==> src/rtl/pwm_sclk_pkg.sv <==
package pwm_sclk_pkg;

   // Source picked for one channel by its select bit
   typedef enum logic {
      SRC_BASE   = 1'b0,
      SRC_SCALED = 1'b1
   } clk_src_e;

   // Group of a channel: bit 1 of the index (0 -> path A, 1 -> path B)
   function automatic bit group_of(input int unsigned ch);
      return ((ch >> 1) & 1) != 0;
   endfunction

endpackage

==> src/rtl/pwm_scale_path.sv <==
module pwm_scale_path #(
   parameter int SCALE_W = 8
) (
   input  logic               clk,
   input  logic               rst,
   input  logic               tick,
   input  logic               wr,
   input  logic [SCALE_W-1:0] wdata,
   output logic               pulse
);
   localparam int CNT_W = SCALE_W + 1;
   localparam logic [CNT_W-1:0] FULL = CNT_W'(1) << SCALE_W;
   localparam logic [CNT_W-1:0] ONE  = CNT_W'(1);

   generate
      if (SCALE_W < 1 || SCALE_W > 16) begin : g_bad_width
         $error("pwm_scale_path: SCALE_W must be in 1..16");
      end
   endgenerate

   logic [SCALE_W-1:0] scale_q;
   logic [CNT_W-1:0]   cnt_q;
   logic               half_q;
   logic               wrap;

   function automatic logic [CNT_W-1:0] expand(input logic [SCALE_W-1:0] v);
      return (v == '0) ? FULL : {1'b0, v};
   endfunction

   assign wrap  = tick && !wr && (cnt_q == ONE);
   assign pulse = wrap && half_q;

   always_ff @(posedge clk) begin
      if (rst) begin
         scale_q <= '0;
         cnt_q   <= FULL;
         half_q  <= 1'b0;
      end else if (wr) begin
         scale_q <= wdata;
         cnt_q   <= expand(wdata);
         half_q  <= 1'b0;
      end else if (tick) begin
         if (cnt_q == ONE) begin
            cnt_q  <= expand(scale_q);
            half_q <= ~half_q;
         end else begin
            cnt_q <= cnt_q - ONE;
         end
      end
   end

   // the count always stays in 1..2**SCALE_W
   p_cnt_range_r3: assert property (@(posedge clk) disable iff (rst)
      (cnt_q != '0) && (cnt_q <= FULL));

   // a write restarts the count from the written value
   p_reload_on_write_r5: assert property (@(posedge clk) disable iff (rst)
      wr |=> (cnt_q == expand($past(wdata))) && !half_q && (scale_q == $past(wdata)));

   // no tick and no write leave the path untouched
   p_idle_hold_r10: assert property (@(posedge clk) disable iff (rst)
      (!tick && !wr) |=> $stable(cnt_q) && $stable(half_q));

   // after a scaled pulse the half flop is back at zero
   p_pulse_clears_half_r2: assert property (@(posedge clk) disable iff (rst)
      pulse |=> !half_q);

   // a write cycle never carries a scaled pulse
   p_no_pulse_on_write_r6: assert property (@(posedge clk) disable iff (rst)
      wr |-> !pulse);

endmodule

==> src/rtl/pwm_clk_route.sv <==
module pwm_clk_route
   import pwm_sclk_pkg::*;
#(
   parameter int NUM_CH = 8
) (
   input  logic              clk,
   input  logic              rst,
   input  logic              base_a,
   input  logic              base_b,
   input  logic              scaled_a,
   input  logic              scaled_b,
   input  logic              sel_wr,
   input  logic [NUM_CH-1:0] sel_data,
   output logic [NUM_CH-1:0] ch_en
);
   generate
      if (NUM_CH < 1 || NUM_CH > 64) begin : g_bad_count
         $error("pwm_clk_route: NUM_CH must be in 1..64");
      end
   endgenerate

   logic [NUM_CH-1:0] sel_q;

   always_ff @(posedge clk) begin
      if (rst)         sel_q <= '0;
      else if (sel_wr) sel_q <= sel_data;
   end

   generate
      for (genvar i = 0; i < NUM_CH; i++) begin : g_ch
         clk_src_e src;
         assign src = clk_src_e'(sel_q[i]);
         if (!group_of(i)) begin : g_grp_a
            assign ch_en[i] = (src == SRC_SCALED) ? scaled_a : base_a;
            // an enable of a group-A channel always sits on an A tick
            p_grp_a_on_tick_r7: assert property (@(posedge clk) disable iff (rst)
               ch_en[i] |-> base_a);
         end else begin : g_grp_b
            assign ch_en[i] = (src == SRC_SCALED) ? scaled_b : base_b;
            // an enable of a group-B channel always sits on a B tick
            p_grp_b_on_tick_r7: assert property (@(posedge clk) disable iff (rst)
               ch_en[i] |-> base_b);
         end
      end
   endgenerate

   // a select write is visible from the next cycle on
   p_sel_load_r9: assert property (@(posedge clk) disable iff (rst)
      sel_wr |=> (sel_q == $past(sel_data)));

endmodule

==> src/rtl/pwm_scaled_clkgen.sv <==
module pwm_scaled_clkgen #(
   parameter int SCALE_W = 8,
   parameter int NUM_CH  = 8
) (
   input  logic               clk,
   input  logic               rst,
   input  logic               tick_a,
   input  logic               tick_b,
   input  logic               scale_a_wr,
   input  logic [SCALE_W-1:0] scale_a_data,
   input  logic               scale_b_wr,
   input  logic [SCALE_W-1:0] scale_b_data,
   input  logic               sel_wr,
   input  logic [NUM_CH-1:0]  sel_data,
   output logic               scaled_a,
   output logic               scaled_b,
   output logic [NUM_CH-1:0]  ch_en
);
   localparam int NUM_PATH = 2;

   logic [NUM_PATH-1:0] tick_v;
   logic [NUM_PATH-1:0] wr_v;
   logic [NUM_PATH-1:0] pulse_v;
   logic [SCALE_W-1:0]  data_v [NUM_PATH];

   assign tick_v    = {tick_b, tick_a};
   assign wr_v      = {scale_b_wr, scale_a_wr};
   assign data_v[0] = scale_a_data;
   assign data_v[1] = scale_b_data;

   generate
      for (genvar p = 0; p < NUM_PATH; p++) begin : g_path
         pwm_scale_path #(.SCALE_W(SCALE_W)) i_path (
            .clk   (clk),
            .rst   (rst),
            .tick  (tick_v[p]),
            .wr    (wr_v[p]),
            .wdata (data_v[p]),
            .pulse (pulse_v[p])
         );
         // a scaled pulse only ever coincides with its own base tick
         p_scaled_on_base_r2: assert property (@(posedge clk) disable iff (rst)
            pulse_v[p] |-> tick_v[p]);
      end
   endgenerate

   assign scaled_a = pulse_v[0];
   assign scaled_b = pulse_v[1];

   pwm_clk_route #(.NUM_CH(NUM_CH)) i_route (
      .clk      (clk),
      .rst      (rst),
      .base_a   (tick_a),
      .base_b   (tick_b),
      .scaled_a (pulse_v[0]),
      .scaled_b (pulse_v[1]),
      .sel_wr   (sel_wr),
      .sel_data (sel_data),
      .ch_en    (ch_en)
   );

   // in the cycle right after reset no scaled pulse can be present
   p_reset_quiet_r1: assert property (@(posedge clk)
      rst |=> !scaled_a && !scaled_b);

endmodule

==> config.mk <==
export PLATFORM = sky130hd
export DESIGN_NAME = pwm_scaled_clkgen
export DESIGN_NICKNAME = d
export VERILOG_FILES = /design/src/rtl/pwm_sclk_pkg.sv /design/src/rtl/pwm_scale_path.sv /design/src/rtl/pwm_clk_route.sv /design/src/rtl/pwm_scaled_clkgen.sv
export SDC_FILE = /design/constraint.sdc
export NUM_CORES = 1
export LEC_CHECK = 0
export BUFFER_PORTS_ARGS = -buffer_cell sky130_fd_sc_hd__buf_4
export CAP_MARGIN = 20
export CORE_ASPECT_RATIO = 0.8
export CORE_MARGIN = 10
export CORE_UTILIZATION = 60
export CTS_CLUSTER_DIAMETER = 150
export DETAILED_ROUTE_END_ITERATION = 6
export PLACE_DENSITY = 0.85
export SYNTH_ARGS = -nofsm -noshare
export SYNTH_HDL_FRONTEND = slang
export SYNTH_SLANG_ARGS = --single-unit
==> constraint.sdc <==
create_clock -name clk -period 5.68 [get_ports clk]
set_clock_uncertainty 0.05 [all_clocks]
set_input_delay 1.136 -clock clk [delete_from_list [all_inputs] [get_ports clk]]
set_output_delay 1.136 -clock clk [all_outputs]
set_load 0.01 [all_outputs]
==> results of run 1 <==
[state kept, by name, summed over array words and instances, names as in the netlist]
register               flops
g_path.i_path.cnt_q       18
g_path.i_path.scale_q     16
i_route.sel_q              8
g_path.i_path.half_q       2
[power breakdown]
group          internal (uW)  switching [uW]
Combinational           78.2            82.4
Clock                   99.3             103
Sequential               330            24.7
[cell usage after synthesis, types with 2 or more instances]
cell type and instances:
a21oi_1 13, buf_2 3, ha_1 4, a211oi_1 3, xor2_1 4, o31a_1 2, inv_1 7, dfxtp_1 44
nand4_1 4, and3_1 2, nor3b_1 4, nand3_1 4, o21ai_0 4, nor2_1 45, mux2_2 2, nand4b_1 2
or4_1 5, a21boi_0 5, and2_2 2, nand2b_1 3, or3_1 2, o22ai_1 7, mux2i_1 28, nor2b_1 3
o32ai_1 6, buf_1 2, o31ai_1 2, nor4_1 4, nor3_1 6, clkbuf_1 9, a22oi_1 13, a221oi_1 3
xnor2_1 3
[final cells by class]
cell class / count / share of cell area (%)
inverters: 7 / 0.949
well taps: 55 / 2.49
flip-flops and latches: 44 / 31.8
clock buffers: 8 / 3.25
multi-input cells: 200 / 50.4
repair buffers: 41 / 11.1
[metrics by stage]
step           total power [uW]  cells  instance area, um2
2_1_floorplan               468    266                2370
3_3_place_gp                515    347                2680
3_5_place_dp                518    347                2680
4_1_cts                     719    355                2770
5_1_grt                     757    355                2770
6_report                    718    355                2770
[metal layers]
layer | track usage, % | vias to the layer above
met5 | 0 | -
met4 | 4.29 | 0
met3 | 5.02 | 5
met2 | 22.6 | 99
met1 | 24.1 | 978
li1 | - | 1054
[worst min-delay path, cell delays in order, from the launching register on]
cell and delay, ps:
dfxtp_1 330, mux2i_1 60, nor2_1 80
[worst max path at each step]
stage                                         start        to  slack (ps)
after floorplan                          scale_b_wr  ch_en[2]        2590
after global placement                   scale_b_wr  ch_en[2]        2440
after CTS                 g_path[1].i_path.cnt_q[0]  ch_en[3]        2340
after global routing      g_path[1].i_path.cnt_q[0]  ch_en[6]        2160
after detailed placement                 scale_b_wr  ch_en[3]        2420
final                     g_path[1].i_path.cnt_q[0]  ch_en[3]        2340
[cells by family after synthesis]
family,count (synthesis),share of synthesized area (%)
buffers and inverters,22,3.81
DFF,44,37.2
AOI/OAI and AO/OA,65,19.4
adders and majority gates,4,2.12
xor gates and xnor gates,7,2.59
muxes,30,12.8
and+or+nand+nor,94,22.1
==> qor.json, run 1 <==
{
  "route.vias.total": {"value": 2136},
  "finalCoreUtilization": {"value": 72.8, "unit": "%"},
  "cpLargestDelayFamily": {"value": "simple AND/OR/NAND/NOR gates"},
  "final.period_utilization": {"value": 58.8, "unit": "%"},
  "m1WireLength": {"value": 2.90, "unit": "mm"},
  "final_cell_mix": {"value": "45 x nor2_1, 44 x dfxtp_1, 41 x buf_4, 28 x mux2i_1"},
  "grt_pass1_vias": {"value": 1965},
  "r2r_cells": {"value": 5},
  "crit_slowest_cell": {"value": "dfxtp_1"},
  "fin_setup_tns": {"value": 0, "unit": "ps"},
  "layout.nets": {"value": 334},
  "grt_start_max_net_pins": {"value": 47},
  "report.final.slew_viol_count": {"value": 0},
  "vias_per_cell": {"value": 6.02},
  "rsz0062_at_grt": {"value": "false"},
  "synth.top_cells.by_area": {"value": "dfxtp_1 37%, mux2i_1 12%, nor2_1 7.1%"},
  "number_of_hold_violations_in_the_final_report": {"value": 0},
  "rows": {"value": 20},
  "initial_cell_density_of_the_core": {"value": 62.2, "unit": "%"},
  "syn_inst": {"value": 266},
  "syn_nets": {"value": 301},
  "r2r-start": {"value": "g_path[0].i_path.cnt_q[0]"},
  "ys.flop_type": {"value": "dfxtp_1"},
  "ys_types": {"value": 49},
  "synth.largest_area_cell": {"value": "dfxtp_1"},
  "worstHoldStart": {"value": "i_route.sel_q[5]"},
  "post_cts_hold_buffer_count": {"value": 0},
  "cp_cell_sequence": {"value": "ha_1 -> nor4b_4 -> nand2_4 -> or3_4 -> a21oi_1 -> buf_4"},
  "hpwlAfterDp": {"value": 4.17, "unit": "mm"},
  "maxCapViolCount": {"value": 0},
  "routed_wl": {"value": 5.84, "unit": "mm"},
  "pre_cts_ws": {"value": 2420, "unit": "ps"},
  "design.portCount": {"value": 41},
  "max_clock_freq": {"value": 299, "unit": "MHz"},
  "sequential_cell_area": {"value": 881, "unit": "um2"},
  "slew_headroom": {"value": 58.7, "unit": "%"},
  "drtIter0Drc": {"value": 288},
  "number_of_synthesized_flops_with_an_enable_pin": {"value": 0},
  "global_route.usage.total": {"value": 16.5, "unit": "%"},
  "vdd_drop_max": {"value": 0.167, "unit": "mV"},
  "signal_arrival_time_at_the_worst_endpoint": {"value": 2150, "unit": "ps"},
  "multiInputGateArea": {"value": 1400, "unit": "um2"},
  "cp_max_fo": {"value": 9},
  "worstSkewPairLatency": {"value": 290, "unit": "ps"},
  "ff_latch_count_synth": {"value": 44},
  "worst_r2r_endpoint": {"value": "g_path[0].i_path.cnt_q[1]"},
  "synth_largest_type_area_fraction": {"value": 37.2, "unit": "%"},
  "holdPathEnd": {"value": "i_route.sel_q[5]"},
  "grt_pass1_wl": {"value": 9.74, "unit": "mm"},
  "critPathCaptureType": {"value": "output port"},
  "leakage": {"value": 0.00120, "unit": "uW"},
  "clockBufferDepth": {"value": 2},
  "fin_crit_period": {"value": 3340, "unit": "ps"},
  "post_synth.cell_area_avg": {"value": 8.89, "unit": "um2"},
  "dr_top_layer": {"value": "met4"},
  "synthToLayoutAreaGrowth": {"value": 17.0, "unit": "%"},
  "overflow": {"value": 0},
  "clkTransAtPathRegs": {"value": 80, "unit": "ps"},
  "io_buffers": {"value": 40},
  "reg2reg_setup_slack": {"value": 3650, "unit": "ps"},
  "ys_async_sr_fraction": {"value": 0, "unit": "%"},
  "routabilityCongestion": {"value": 0.927},
  "initial_antenna_violation_count": {"value": 0},
  "syn_area": {"value": 2370, "unit": "um2"},
  "coreArea": {"value": 3800, "unit": "um2"},
  "crit_required": {"value": 4490, "unit": "ps"},
  "tritoncts": {"value": "yes"},
  "die_h": {"value": 76.2, "unit": "um"},
  "fp.dieArea": {"value": 6870, "unit": "um2"},
  "critical-path-max-stage-delay": {"value": 430, "unit": "ps"},
  "power.density": {"value": 259, "unit": "nW/um2"},
  "die_width": {"value": 90.2, "unit": "um"},
  "yosysSeqAreaShare": {"value": 37.2, "unit": "%"},
  "cts_root_buf": {"value": "clkbuf_8"},
  "met2_wirelength": {"value": 2.32, "unit": "mm"},
  "cts_buffers": {"value": 5},
  "run_status": {"value": "completed"},
  "critical_path_cell_count": {"value": 6},
  "worst-setup-path-type": {"value": "register to output port"},
  "post_cts_setup_repair_bufs": {"value": 0},
  "final_layout_size_suffix_gt1_share": {"value": 19.3, "unit": "%"},
  "avgRoutedWirePerCell": {"value": 16.5, "unit": "um"},
  "fin_ws": {"value": 2340, "unit": "ps"},
  "most_frequent_standard_cell_in_the_layout_excluding_fill_and_tap_cells": {"value": "nor2_1"},
  "min_delay_path_depth": {"value": 2},
  "routed-wl-met3": {"value": 588, "unit": "um"},
  "htree_num_levels": {"value": 2},
  "detail_route.first_pass.iterations": {"value": 4},
  "postCtsResizedCells": {"value": 0},
  "worst_setup_path_start_kind": {"value": "register"},
  "critPathBufInv": {"value": 1},
  "layout_filler_cell_count": {"value": 325},
  "setup_failing_eps_final": {"value": 0},
  "postRouteAntennaNets": {"value": 0},
  "antenna_cells": {"value": 0},
  "min-delay-path-class": {"value": "register to register"},
  "finalHoldWorstSlack": {"value": 449, "unit": "ps"},
  "tightest_slew": {"value": 617, "unit": "ps"},
  "numClockSinks": {"value": 44},
  "yosysWarningCount": {"value": 0},
  "post-route-drc-count": {"value": 0}
}
No activity file was read; power rests on OpenSTA's default activity.
==> run 2: changes to the inputs <==
--- a/config.mk
+++ b/config.mk
@@ -9,10 +9,10 @@
 export CAP_MARGIN = 20
 export CORE_ASPECT_RATIO = 0.8
 export CORE_MARGIN = 10
-export CORE_UTILIZATION = 60
+export CORE_UTILIZATION = 50
 export CTS_CLUSTER_DIAMETER = 150
 export DETAILED_ROUTE_END_ITERATION = 6
-export PLACE_DENSITY = 0.85
+export PLACE_DENSITY = 0.75
 export SYNTH_ARGS = -nofsm -noshare
 export SYNTH_HDL_FRONTEND = slang
 export SYNTH_SLANG_ARGS = --single-unit
==> constraint.sdc (replaced) <==
create_clock -name clk -period 2.9 [get_ports clk]
set_clock_uncertainty 0.05 [all_clocks]
set_input_delay 0.58 -clock clk [delete_from_list [all_inputs] [get_ports clk]]
set_output_delay 0.58 -clock clk [all_outputs]
set_load 0.01 [all_outputs]
==> run 2 against run 1 <==
Against the previous run:
- sequential power rose by 96%
- power grew 97%
- register-to-register slack got worse by 2700 ps
- final cell count up 2.3%
- cell area increased by 1.2%
- critical path depth is 1 higher
- die area up 15%
- hold slack worse by 4.2 ps
- non-clock buffer count grew 3
- largest cell class unchanged
- largest power group unchanged
==> qor.json, run 2 (synthesized netlist as in run 1, its figures left out) <==
{
  "avgRoutedWirePerCell": {"value": 17.1, "unit": "um"},
  "cts_buffers": {"value": 5},
  "fp.dieArea": {"value": 7900, "unit": "um2"},
  "detail_route.first_pass.iterations": {"value": 4},
  "die_width": {"value": 96.9, "unit": "um"},
  "postRouteAntennaNets": {"value": 0},
  "io_buffers": {"value": 40},
  "r2r_cells": {"value": 5},
  "final_cell_mix": {"value": "45 x nor2_1, 44 x buf_4, 43 x dfxtp_1, 28 x mux2i_1"},
  "final_area": {"value": 2800, "unit": "um2"},
  "run_status": {"value": "completed"},
  "maxCapViolCount": {"value": 0},
  "critPathCaptureType": {"value": "output port"},
  "max_flop_register": {"value": "g_path.i_path.cnt_q"},
  "min-delay-path-class": {"value": "register to register"},
  "routabilityCongestion": {"value": 0.872},
  "hpwlAfterDp": {"value": 4.40, "unit": "mm"},
  "initial_cell_density_of_the_core": {"value": 51.8, "unit": "%"},
  "tightest_slew": {"value": 608, "unit": "ps"},
  "cts_root_buf": {"value": "clkbuf_8"},
  "route.vias.total": {"value": 2168},
  "drtIter0Drc": {"value": 260},
  "coreArea": {"value": 4570, "unit": "um2"},
  "dpl_cell_area": {"value": 2690, "unit": "um2"},
  "rows": {"value": 22},
  "setup_failing_eps_final": {"value": 0},
  "grt_pass1_vias": {"value": 1996},
  "antenna_cells": {"value": 0},
  "post-route-drc-count": {"value": 0},
  "power.density": {"value": 506, "unit": "nW/um2"},
  "routed_wl": {"value": 6.22, "unit": "mm"},
  "grt_pass1_wl": {"value": 10.1, "unit": "mm"},
  "design.portCount": {"value": 41},
  "global_route.usage.total": {"value": 15.0, "unit": "%"},
  "synthToLayoutAreaGrowth": {"value": 18.4, "unit": "%"},
  "reg2reg_setup_slack": {"value": 960, "unit": "ps"},
  "holdPathEnd": {"value": "i_route.sel_q[1]"},
  "min_delay_path_depth": {"value": 2},
  "leakage": {"value": 0.00122, "unit": "uW"},
  "signal_arrival_time_at_the_worst_endpoint": {"value": 2150, "unit": "ps"},
  "numClockSinks": {"value": 44},
  "vdd_drop_max": {"value": 0.272, "unit": "mV"},
  "largest_registers": {"value": "g_path.i_path.cnt_q x18, g_path.i_path.scale_q x16, i_route.sel_q x8"},
  "max_clock_freq": {"value": 360, "unit": "MHz"},
  "die_h": {"value": 81.5, "unit": "um"},
  "post_cts_hold_buffer_count": {"value": 0},
  "worst-setup-path-type": {"value": "register to output port"},
  "slew_headroom": {"value": 59.3, "unit": "%"},
  "crit_required": {"value": 2270, "unit": "ps"},
  "worst_r2r_endpoint": {"value": "g_path[0].i_path.cnt_q[1]"},
  "tritoncts": {"value": "yes"},
  "vias_per_cell": {"value": 5.97},
  "final_layout_size_suffix_gt1_share": {"value": 21.1, "unit": "%"},
  "largest_register_ffs": {"value": 18},
  "layout.nets": {"value": 337},
  "worstSkewPairLatency": {"value": 290, "unit": "ps"},
  "cp_max_fo": {"value": 9},
  "report.final.slew_viol_count": {"value": 0},
  "number_of_hold_violations_in_the_final_report": {"value": 0},
  "most_frequent_standard_cell_in_the_layout_excluding_fill_and_tap_cells": {"value": "nor2_1"},
  "rsz0062_at_grt": {"value": "false"},
  "htree_num_levels": {"value": 2},
  "layout_filler_cell_count": {"value": 420},
  "initial_antenna_violation_count": {"value": 0},
  "worst_setup_path_start_kind": {"value": "register"},
  "r2r-start": {"value": "g_path[0].i_path.cnt_q[0]"},
  "overflow": {"value": 0},
  "fin_setup_tns": {"value": 0, "unit": "ps"},
  "clockBufferDepth": {"value": 2},
  "worstHoldStart": {"value": "i_route.sel_q[1]"},
  "final.period_utilization": {"value": 95.7, "unit": "%"},
  "clkTransAtPathRegs": {"value": 80, "unit": "ps"},
  "grt_start_max_net_pins": {"value": 47},
  "fin_crit_period": {"value": 2780, "unit": "ps"}
}
-- run 2: per-layer routing --
layer  up-vias  part of all wire (%)  track usage [%]
li1       1057                     -                -
met1      1022                    50             22.3
met2        87                    43             21.9
met3         2                   7.0             3.36
met4         0                  0.23             1.91
met5         -                     0                0
-- run 2: worst max path at each step --
stage | slack, ps | end | cells past startpoint | start
after CTS | 90 | ch_en[2] | 6 | g_path[1].i_path.cnt_q[0]
after detailed placement | 430 | ch_en[2] | 6 | g_path[1].i_path.cnt_q[0]
after floorplan | 650 | ch_en[2] | 5 | g_path[1].i_path.cnt_q[0]
final | 120 | ch_en[2] | 7 | g_path[1].i_path.cnt_q[1]
after global placement | 500 | ch_en[2] | 6 | g_path[1].i_path.cnt_q[0]
after global routing | 20 | ch_en[2] | 7 | g_path[1].i_path.cnt_q[1]
-- run 2: critical path, stage by stage (launching register included) --
cell,delay [ps]
dfxtp_1,350
inv_1,90
ha_1,200
nor4b_4,360
nand2_4,160
or3_4,380
a21oi_1,180
buf_4,140
-- run 2: power breakdown --
| group | switching [uW] | internal, uW | total (uW) | leakage (uW) |
|---|---|---|---|---|
| clock network | 207 | 190 | 398 | 0.0000510 |
| logic | 167 | 158 | 325 | 0.000802 |
| registers | 48.3 | 647 | 695 | 0.000364 |
-- run 2: layout make-up --
cell class                 count  area (um2)  area share (%)
sequential                    44         882            31.5
timing repair buffer          44         330            11.8
tap                           60        75.1            2.68
inverter                       7        26.3           0.938
clock buffer                   6        82.6            2.95
clock inverter                 2        10.0           0.357
multi-input combinational    200        1400            49.8
-- run 2: timing repair --
action                     4_1_cts  5_1_grt
buffers inserted                 0        2
gates resized for setup          0        1
setup endpoints to repair        0        4
-- run 2: stage by stage --
| step | std cells | power [uW] | worst slack [ps] | util [%] | hold WS (ps) |
|---|---|---|---|---|---|
| floorplan | 266 | 917 | 647 | - | 405 |
| global placement | 353 | 1020 | 500 | 58.9 | 423 |
| detailed placement | 353 | 1020 | 428 | 58.9 | 428 |
| CTS | 361 | 1430 | 92.8 | 61.0 | 450 |
| global route | 363 | 1490 | 22.8 | 61.3 | 474 |
| finish | 363 | 1420 | 123 | 61.3 | 445 |
